File: src/rtl/codec_port_pkg.sv
`timescale 1ns/1ps
package codec_port_pkg;

    localparam int WORD_W = 16;
    localparam int ADDR_W = 7;
    localparam int REG_W  = 8;

    localparam int A_OSR      = 0;
    localparam int A_DAC_ATT  = 1;
    localparam int A_ADC_GAIN = 2;
    localparam int A_IN_SEL   = 3;

    typedef enum logic [1:0] {
        SQ_IDLE = 2'd0,
        SQ_LEAD = 2'd1,
        SQ_XFER = 2'd2,
        SQ_TAIL = 2'd3
    } seq_state_t;

    typedef enum logic {
        PH_PRI = 1'b0,
        PH_SEC = 1'b1
    } phase_t;

    function automatic logic [REG_W-1:0] reg_reset(input int idx, input int osr);
        if (idx == A_OSR)
            return REG_W'(osr);
        else if (idx == A_DAC_ATT)
            return {REG_W{1'b1}};
        else
            return '0;
    endfunction

endpackage

File: src/rtl/cp_clkgen.sv
`timescale 1ns/1ps
module cp_clkgen #(
    parameter int HALF      = 2,
    parameter int FRAME_LEN = 32
) (
    input  logic clk,
    input  logic rst_n,
    output logic sclk_q,
    output logic rise_p,
    output logic fall_p,
    output logic fs_m,
    output logic fs_m_nxt
);

    localparam int HCW = (HALF > 1) ? $clog2(HALF) : 1;
    localparam int FCW = $clog2(FRAME_LEN);

    logic [HCW-1:0] hcnt;
    logic [FCW-1:0] fcnt;
    logic [FCW-1:0] fcnt_nxt;
    logic           tick;

    assign tick   = (hcnt == HCW'(HALF - 1));
    assign rise_p = tick & ~sclk_q;
    assign fall_p = tick &  sclk_q;

    always_ff @(posedge clk) begin
        if (!rst_n) begin
            hcnt   <= '0;
            sclk_q <= 1'b0;
        end else begin
            hcnt <= tick ? '0 : hcnt + 1'b1;
            if (tick)
                sclk_q <= ~sclk_q;
        end
    end

    assign fcnt_nxt = (fcnt == FCW'(FRAME_LEN - 1)) ? '0 : fcnt + 1'b1;
    assign fs_m_nxt = (fcnt_nxt != '0);

    always_ff @(posedge clk) begin
        if (!rst_n) begin
            fcnt <= FCW'(FRAME_LEN - 1);
            fs_m <= 1'b1;
        end else if (rise_p) begin
            fcnt <= fcnt_nxt;
            fs_m <= fs_m_nxt;
        end
    end

    // a generated frame-sync low lasts one bit period only
    a_r1_fs_single_period: assert property (@(posedge clk) disable iff (!rst_n)
        (rise_p && !fs_m) |=> fs_m);

endmodule

File: src/rtl/cp_regfile.sv
`timescale 1ns/1ps
module cp_regfile
    import codec_port_pkg::*;
#(
    parameter int NREG        = 8,
    parameter int OSR_DEFAULT = 160
) (
    input  logic              clk,
    input  logic              rst_n,
    input  logic              we,
    input  logic [ADDR_W-1:0] wa,
    input  logic [REG_W-1:0]  wd,
    input  logic [ADDR_W-1:0] ra,
    output logic [REG_W-1:0]  rd,
    output logic [REG_W-1:0]  cfg_osr,
    output logic [REG_W-1:0]  cfg_dac_att,
    output logic [REG_W-1:0]  cfg_adc_gain,
    output logic [REG_W-1:0]  cfg_in_sel
);

    localparam int IDXW = (NREG > 1) ? $clog2(NREG) : 1;

    logic [NREG-1:0][REG_W-1:0] regs;

    for (genvar g = 0; g < NREG; g++) begin : g_reg
        always_ff @(posedge clk) begin
            if (!rst_n)
                regs[g] <= reg_reset(g, OSR_DEFAULT);
            else if (we && (wa == ADDR_W'(g)))
                regs[g] <= wd;
        end
    end

    always_comb begin
        if (ra < ADDR_W'(NREG))
            rd = regs[ra[IDXW-1:0]];
        else
            rd = '0;
    end

    assign cfg_osr      = regs[A_OSR];
    assign cfg_dac_att  = regs[A_DAC_ATT];
    assign cfg_adc_gain = regs[A_ADC_GAIN];
    assign cfg_in_sel   = regs[A_IN_SEL];

    // a write beyond the implemented registers leaves every register as it was
    a_r8_range_ignored: assert property (@(posedge clk) disable iff (!rst_n)
        (we && (wa >= ADDR_W'(NREG))) |=> $stable(regs));

endmodule

File: src/rtl/cp_sequencer.sv
`timescale 1ns/1ps
module cp_sequencer
    import codec_port_pkg::*;
(
    input  logic              clk,
    input  logic              rst_n,
    input  logic              rise_p,
    input  logic              fall_p,
    input  logic              master_en,
    input  logic              fs_m_nxt,
    input  logic              fsync_in,
    input  logic              late_slot,
    input  logic [1:0]        hwctl,
    input  logic              sdi,
    input  logic [WORD_W-1:0] adc_word,
    input  logic [REG_W-1:0]  rd_data,
    output logic              sdo,
    output logic              sdo_en,
    output logic [WORD_W-1:0] dac_word,
    output logic              dac_valid,
    output logic              wr_en,
    output logic [ADDR_W-1:0] wr_addr,
    output logic [REG_W-1:0]  wr_data,
    output logic [ADDR_W-1:0] rd_addr
);

    localparam int BPW = $clog2(2 * WORD_W) + 1;
    localparam int CW  = $clog2(WORD_W);
    localparam logic [BPW-1:0] LEAD_LAST = BPW'(WORD_W - 1);
    localparam logic [BPW-1:0] BP_MAX    = {BPW{1'b1}};
    localparam logic [CW-1:0]  BIT_LAST  = CW'(WORD_W - 1);

    seq_state_t state_q, state_d;
    phase_t     phase_q;

    logic              fs_prev;
    logic              fs_cur;
    logic              fs_start;
    logic              fs_rise;
    logic [1:0]        hc_lat;
    logic [BPW-1:0]    bitpos;
    logic [CW-1:0]     rx_cnt;
    logic [WORD_W-1:0] tx_sh;
    logic [WORD_W-1:0] rx_sh;
    logic [WORD_W-1:0] word_in;
    logic [WORD_W-1:0] tx_word;
    logic              load;
    logic              word_end;
    logic              sw_mode;

    assign fs_cur   = master_en ? fs_m_nxt : fsync_in;
    assign fs_start = rise_p &  fs_prev & ~fs_cur;
    assign fs_rise  = rise_p & ~fs_prev &  fs_cur;
    assign sw_mode  = (hc_lat == 2'b00);
    assign word_in  = {rx_sh[WORD_W-2:0], sdi};
    assign word_end = fall_p && (state_q == SQ_XFER) && (rx_cnt == BIT_LAST);
    assign load     = (fs_start && !late_slot) ||
                      (!fs_start && rise_p && (state_q == SQ_LEAD) && (bitpos == LEAD_LAST));
    assign tx_word  = (phase_q == PH_SEC) ? {rd_addr, rd_data, 1'b1} : adc_word;

    // next-state logic
    always_comb begin
        state_d = state_q;
        if (fs_start) begin
            state_d = late_slot ? SQ_LEAD : SQ_XFER;
        end else begin
            unique case (state_q)
                SQ_IDLE: state_d = SQ_IDLE;
                SQ_LEAD: if (rise_p && (bitpos == LEAD_LAST)) state_d = SQ_XFER;
                SQ_XFER: if (word_end) state_d = SQ_TAIL;
                SQ_TAIL: state_d = SQ_TAIL;
            endcase
        end
    end

    // state register
    always_ff @(posedge clk) begin
        if (!rst_n)
            state_q <= SQ_IDLE;
        else
            state_q <= state_d;
    end

    // outputs and datapath
    always_ff @(posedge clk) begin
        if (!rst_n) begin
            fs_prev   <= 1'b1;
            hc_lat    <= 2'b00;
            bitpos    <= '0;
            rx_cnt    <= '0;
            tx_sh     <= '0;
            rx_sh     <= '0;
            sdo_en    <= 1'b0;
            phase_q   <= PH_PRI;
            dac_word  <= '0;
            dac_valid <= 1'b0;
            wr_en     <= 1'b0;
            wr_addr   <= '0;
            wr_data   <= '0;
            rd_addr   <= '0;
        end else begin
            dac_valid <= 1'b0;
            wr_en     <= 1'b0;
            if (rise_p) begin
                fs_prev <= fs_cur;
                if (fs_rise)
                    hc_lat <= hwctl;
                if (fs_start)
                    bitpos <= '0;
                else if (bitpos != BP_MAX)
                    bitpos <= bitpos + 1'b1;
                if (load) begin
                    tx_sh  <= tx_word;
                    rx_cnt <= '0;
                    sdo_en <= 1'b1;
                end else begin
                    if (fs_start)
                        sdo_en <= 1'b0;
                    if (state_q == SQ_XFER)
                        tx_sh <= {tx_sh[WORD_W-2:0], 1'b0};
                end
            end
            if (fall_p && (state_q == SQ_XFER)) begin
                rx_sh  <= word_in;
                rx_cnt <= rx_cnt + 1'b1;
                if (rx_cnt == BIT_LAST) begin
                    sdo_en <= 1'b0;
                    if (phase_q == PH_PRI) begin
                        dac_word  <= word_in;
                        dac_valid <= 1'b1;
                        phase_q   <= (sw_mode && word_in[0]) ? PH_SEC : PH_PRI;
                    end else begin
                        wr_en   <= 1'b1;
                        wr_addr <= word_in[WORD_W-1 -: ADDR_W];
                        wr_data <= word_in[REG_W:1];
                        rd_addr <= word_in[WORD_W-1 -: ADDR_W];
                        phase_q <= PH_PRI;
                    end
                end
            end
        end
    end

    assign sdo = sdo_en & tx_sh[WORD_W-1];

    // the output is driven only while a word is being shifted
    a_r3_en_only_in_xfer: assert property (@(posedge clk) disable iff (!rst_n)
        sdo_en |-> (state_q == SQ_XFER));

    // the received-word strobe lasts a single cycle
    a_r4_strobe_single: assert property (@(posedge clk) disable iff (!rst_n)
        dac_valid |=> !dac_valid);

    // only a primary frame can raise the strobe
    a_r8_no_strobe_secondary: assert property (@(posedge clk) disable iff (!rst_n)
        dac_valid |-> $past(phase_q == PH_PRI));

    // the captured control pins change only at a bit-clock rising edge
    a_r6_hc_on_rise_only: assert property (@(posedge clk) disable iff (!rst_n)
        !rise_p |=> $stable(hc_lat));

    // a register write and a strobe never coincide
    a_r8_write_excl_strobe: assert property (@(posedge clk) disable iff (!rst_n)
        wr_en |-> !dac_valid);

endmodule

File: src/rtl/codec_port.sv
`timescale 1ns/1ps
module codec_port
    import codec_port_pkg::*;
#(
    parameter int CLK_HALF    = 2,
    parameter int FRAME_LEN   = 32,
    parameter int NREG        = 8,
    parameter int OSR_DEFAULT = 160
) (
    input  logic        clk,
    input  logic        rst_n,
    input  logic        master_en,
    input  logic        late_slot,
    input  logic [1:0]  hwctl,
    input  logic        fsync_in,
    input  logic        sdi,
    input  logic [15:0] adc_word,
    output logic        bclk,
    output logic        fsync_out,
    output logic        sdo,
    output logic        sdo_en,
    output logic [15:0] dac_word,
    output logic        dac_valid,
    output logic [7:0]  cfg_osr,
    output logic [7:0]  cfg_dac_att,
    output logic [7:0]  cfg_adc_gain,
    output logic [7:0]  cfg_in_sel
);

    logic              rise_p;
    logic              fall_p;
    logic              fs_m;
    logic              fs_m_nxt;
    logic              wr_en;
    logic [ADDR_W-1:0] wr_addr;
    logic [REG_W-1:0]  wr_data;
    logic [ADDR_W-1:0] rd_addr;
    logic [REG_W-1:0]  rd_data;

    cp_clkgen #(
        .HALF      (CLK_HALF),
        .FRAME_LEN (FRAME_LEN)
    ) u_clkgen (
        .clk      (clk),
        .rst_n    (rst_n),
        .sclk_q   (bclk),
        .rise_p   (rise_p),
        .fall_p   (fall_p),
        .fs_m     (fs_m),
        .fs_m_nxt (fs_m_nxt)
    );

    cp_sequencer u_seq (
        .clk       (clk),
        .rst_n     (rst_n),
        .rise_p    (rise_p),
        .fall_p    (fall_p),
        .master_en (master_en),
        .fs_m_nxt  (fs_m_nxt),
        .fsync_in  (fsync_in),
        .late_slot (late_slot),
        .hwctl     (hwctl),
        .sdi       (sdi),
        .adc_word  (adc_word),
        .rd_data   (rd_data),
        .sdo       (sdo),
        .sdo_en    (sdo_en),
        .dac_word  (dac_word),
        .dac_valid (dac_valid),
        .wr_en     (wr_en),
        .wr_addr   (wr_addr),
        .wr_data   (wr_data),
        .rd_addr   (rd_addr)
    );

    cp_regfile #(
        .NREG        (NREG),
        .OSR_DEFAULT (OSR_DEFAULT)
    ) u_regs (
        .clk          (clk),
        .rst_n        (rst_n),
        .we           (wr_en),
        .wa           (wr_addr),
        .wd           (wr_data),
        .ra           (rd_addr),
        .rd           (rd_data),
        .cfg_osr      (cfg_osr),
        .cfg_dac_att  (cfg_dac_att),
        .cfg_adc_gain (cfg_adc_gain),
        .cfg_in_sel   (cfg_in_sel)
    );

    assign fsync_out = master_en ? fs_m : 1'b1;

endmodule

File: config.mk
export PLATFORM = sky130hd
export DESIGN_NAME = codec_port
export DESIGN_NICKNAME = d
export VERILOG_FILES = /design/src/rtl/codec_port_pkg.sv /design/src/rtl/cp_clkgen.sv /design/src/rtl/cp_regfile.sv /design/src/rtl/cp_sequencer.sv /design/src/rtl/codec_port.sv
export SDC_FILE = /design/constraint.sdc
export NUM_CORES = 1
export LEC_CHECK = 0
export BUFFER_PORTS_ARGS = -buffer_cell sky130_fd_sc_hd__buf_2
export CAP_MARGIN = 20
export CORE_UTILIZATION = 59
export DETAILED_ROUTE_END_ITERATION = 6
export PLACE_DENSITY = 0.78
export SYNTH_ARGS = -nofsm -noshare
export SYNTH_HDL_FRONTEND = slang
export SYNTH_SLANG_ARGS = --single-unit
File: constraint.sdc
create_clock -name clk -period 3 [get_ports clk]
set_input_delay 0.45 -clock clk [delete_from_list [all_inputs] [get_ports clk]]
set_output_delay 0.45 -clock clk [all_outputs]
set_load 0.05 [all_outputs]
==> impl_metrics.ini <==
[outcome]
outcome = finished, final reports clean

[clocking]
post_cts_resize_count = 0
cts_root_buffer = clkbuf_16
insertion_delay_ps = 430
cts_tree = done
cts_setup_buffers = 0
cts_buffer_depth = 2
cts_sinks = 153
numCtsBuffers = 17
h-tree-depth = 4
postCtsHoldBufs = 0
clk_pin_slew_ps = 70

[worst_hold_path]
min_from = hwctl[0]
min_to = u_seq.hc_lat[0]
hold_class = in -> reg
hold_depth = 3

[critical_path]
cp.arrival_ps = 3060
crit_chain = ha_1 > and3_1 > ha_1 > and2b_2 > mux2i_1 > a41o_2 > nand3_4 > a21oi_4 > buf_4 > mux2i_1
cpPeakStageDelay_ps = 410
cp_top_family = simple AND/OR/NAND/NOR gates
critPathBufInv = 1
cp_slowest_cell = dfxtp_1
cp-end-kind = flop
critPathKind = reg -> reg
r2r_setup_slack_ps = 290
cp-start-kind = flop
cp.required_ps = 3350
r2r-start = u_clkgen.fcnt[0]
crit_fanout = 16
worst_r2r_endpoint = u_seq.tx_sh[1]
r2r_cells = 10

[synth]
syn_area_mm2 = 0.00723
synthArstFlopShare = 0
syn_nets = 800
netlist-cell-type-count = 60
syn_inst = 771
synth_flop_cell = dfxtp_1
synth_edf_count = 0
synth_seq_area_share = 0.424
ys.warnings.count = 0
ys_ff_latch = 153
syn_area_per_cell_um2 = 9.37

[grt]
overflow = 0
track_usage = 0.259
grt_pass1_wl_um = 26100
grt_max_degree = 96
antenna_found_initial = 0
grt_pass1_vias = 5304

[layout]
final_layout_size_suffix_gt1_frac = 0.208
final_cell_mix = dfxtp_1 (153), nand2_1 (136), mux2i_1 (82)
final_nets = 829
diodes = 0
final_common_cell = dfxtp_1
syn2layout_area_growth_pct = 10.6

[power]
p_sw_uw = 1060
p_clk_frac = 0.464
vdd_drop_max_uv = 350
p_comb_frac = 0.053
internal-power_uw = 3250
power_switching_share = 0.246
pwr-share-seq = 0.483
power_density_mw_per_mm2 = 539
totalPowerFinal_uw = 4310
p_leak_uw = 0.00326

[routing]
routed_via_density = 5.68
dr.pass1.iters = 4
vias = 5456
wl_um = 15700
drc = 0
drt_iter0_drc = 349
detail-route-antenna-nets = 0
routedWlPerCell_um = 16.4

[floorplanning]
num_rows = 40
start_util = 0.604
core_mm2 = 0.0120
die_area_mm2 = 0.0127
dieHeight_um = 113
ioPinCount = 77
die_width_um = 113

[job]
cap_violations = 0

[sta]
post-route-period-util = 0.903
rsz0062_at_grt = no
hold_viol = 0
tightestPinTransition_ps = 815
fmax_mhz = 369
relSlewSlack = 0.457
final_max_slew_viol_count = 0
tns_ps = 0
setup_viol = 0
period_needed_ps = 2710
final.setup_skew_ps = 8.49

[place]
hpwl_um = 10800
numPortBuffers = 76
place_congestion = 0.882
==> power by group through the flow <==
stage	Sequential, uW	Combinational [uW]	Clock, uW
6_report	2080	227	2000
3_3_place_gp	2130	215	0
2_1_floorplan	2130	170	0
3_5_place_dp	2130	225	0
4_1_cts	2080	226	2020
5_1_grt	2090	250	2110
==> worst max path at each step <==
stage / from / endpoint / slack, ps / cells past startpoint
floorplan: u_clkgen.fcnt[0] / u_seq.tx_sh[10] / 550 / 10
global placement: u_clkgen.fcnt[0] / u_seq.tx_sh[5] / 510 / 10
detailed placement: u_clkgen.fcnt[0] / u_seq.tx_sh[8] / 320 / 10
CTS: u_clkgen.fcnt[0] / u_seq.tx_sh[8] / 300 / 10
global route: u_clkgen.fcnt[0] / u_seq.tx_sh[10] / 20 / 10
finish: u_clkgen.fcnt[0] / u_seq.tx_sh[1] / 290 / 10
==> tightest hold or removal path: stages <==
cell and delay, ps:
buf_2 100, nand2_1 40, o21ai_0 60
==> final cells by class <==
type	instances	area, um2
clock buffers	17	425
clock inverters	15	131
fillers	912	3970
inverters	9	33.8
multi-input cells	523	3600
flip-flops and latches	153	3060
well taps	147	184
repair buffers	96	553
==> synthesized netlist by cell type (3+ instances only) <==
cell type / n / share of area
a21boi_0: 50 / 0.052
a21oi_1: 4 / 0.0028
and2b_2: 3 / 0.0036
and3_1: 4 / 0.0035
buf_2: 11 / 0.0076
buf_4: 35 / 0.036
buf_6: 3 / 0.0047
clkbuf_1: 30 / 0.016
dfxtp_1: 153 / 0.42
ha_1: 5 / 0.0087
inv_1: 8 / 0.0042
mux2_2: 14 / 0.022
mux2i_1: 82 / 0.11
mux4_2: 8 / 0.025
nand2_1: 136 / 0.071
nand2b_1: 13 / 0.011
nand3_1: 12 / 0.0083
nand3b_1: 5 / 0.0052
nor2_1: 23 / 0.012
nor2b_1: 58 / 0.050
nor3b_1: 5 / 0.0052
o211ai_1: 24 / 0.025
o21ai_0: 11 / 0.0076
o22ai_1: 7 / 0.0061
o32ai_1: 7 / 0.0085
or2_2: 6 / 0.0052
or2b_1: 8 / 0.0083
xor2_1: 3 / 0.0036
==> state kept, by name (all words and copies together), names as in the netlist <==
signal	flops
u_regs.regs	32
u_seq.dac_word	16
u_seq.tx_sh	16
u_seq.rx_sh	15
u_regs.cfg_adc_gain	8
u_regs.cfg_dac_att	8
u_regs.cfg_in_sel	8
u_regs.cfg_osr	8
u_seq.wr_data	8
u_seq.rd_addr	7
u_seq.bitpos	6
u_clkgen.fcnt	5
u_seq.rx_cnt	4
u_seq.hc_lat	2
u_seq.state_q	2
u_clkgen.fs_m	1
u_clkgen.hcnt	1
u_clkgen.sclk_q	1
u_seq.dac_valid	1
u_seq.fs_prev	1
u_seq.phase_q	1
u_seq.sdo_en	1
u_seq.wr_en	1
==> logic make-up after synthesis <==
group                      share of synthesized area
buffers and inverters                         0.0772
and+or+nand+nor                                0.207
DFF                                            0.424
AOI/OAI and AO/OA                              0.117
adders and majority gates                    0.00866
xor gates and xnor gates                     0.00606
muxes                                          0.160
==> stage by stage <==
step | hold slack [ps] | cells | setup slack (ps) | util | cell area (um2)
after floorplan | 444 | 771 | 547 | - | 7230
after global placement | 451 | 927 | 513 | 0.620 | 7410
after detailed placement | 461 | 927 | 322 | 0.620 | 7410
after CTS | 282 | 959 | 303 | 0.666 | 7970
after global routing | 313 | 960 | 23.5 | 0.668 | 8000
final | 285 | 960 | 290 | 0.668 | 8000
==> metal layers <==
metal	track usage	vias to the layer above	wire length (um)
li1	-	2670	-
met1	0.330	2614	7010
met2	0.428	134	7710
met3	0.0562	38	626
met4	0.106	0	381
met5	0	-	0
Power figures use the tool's default switching activity.
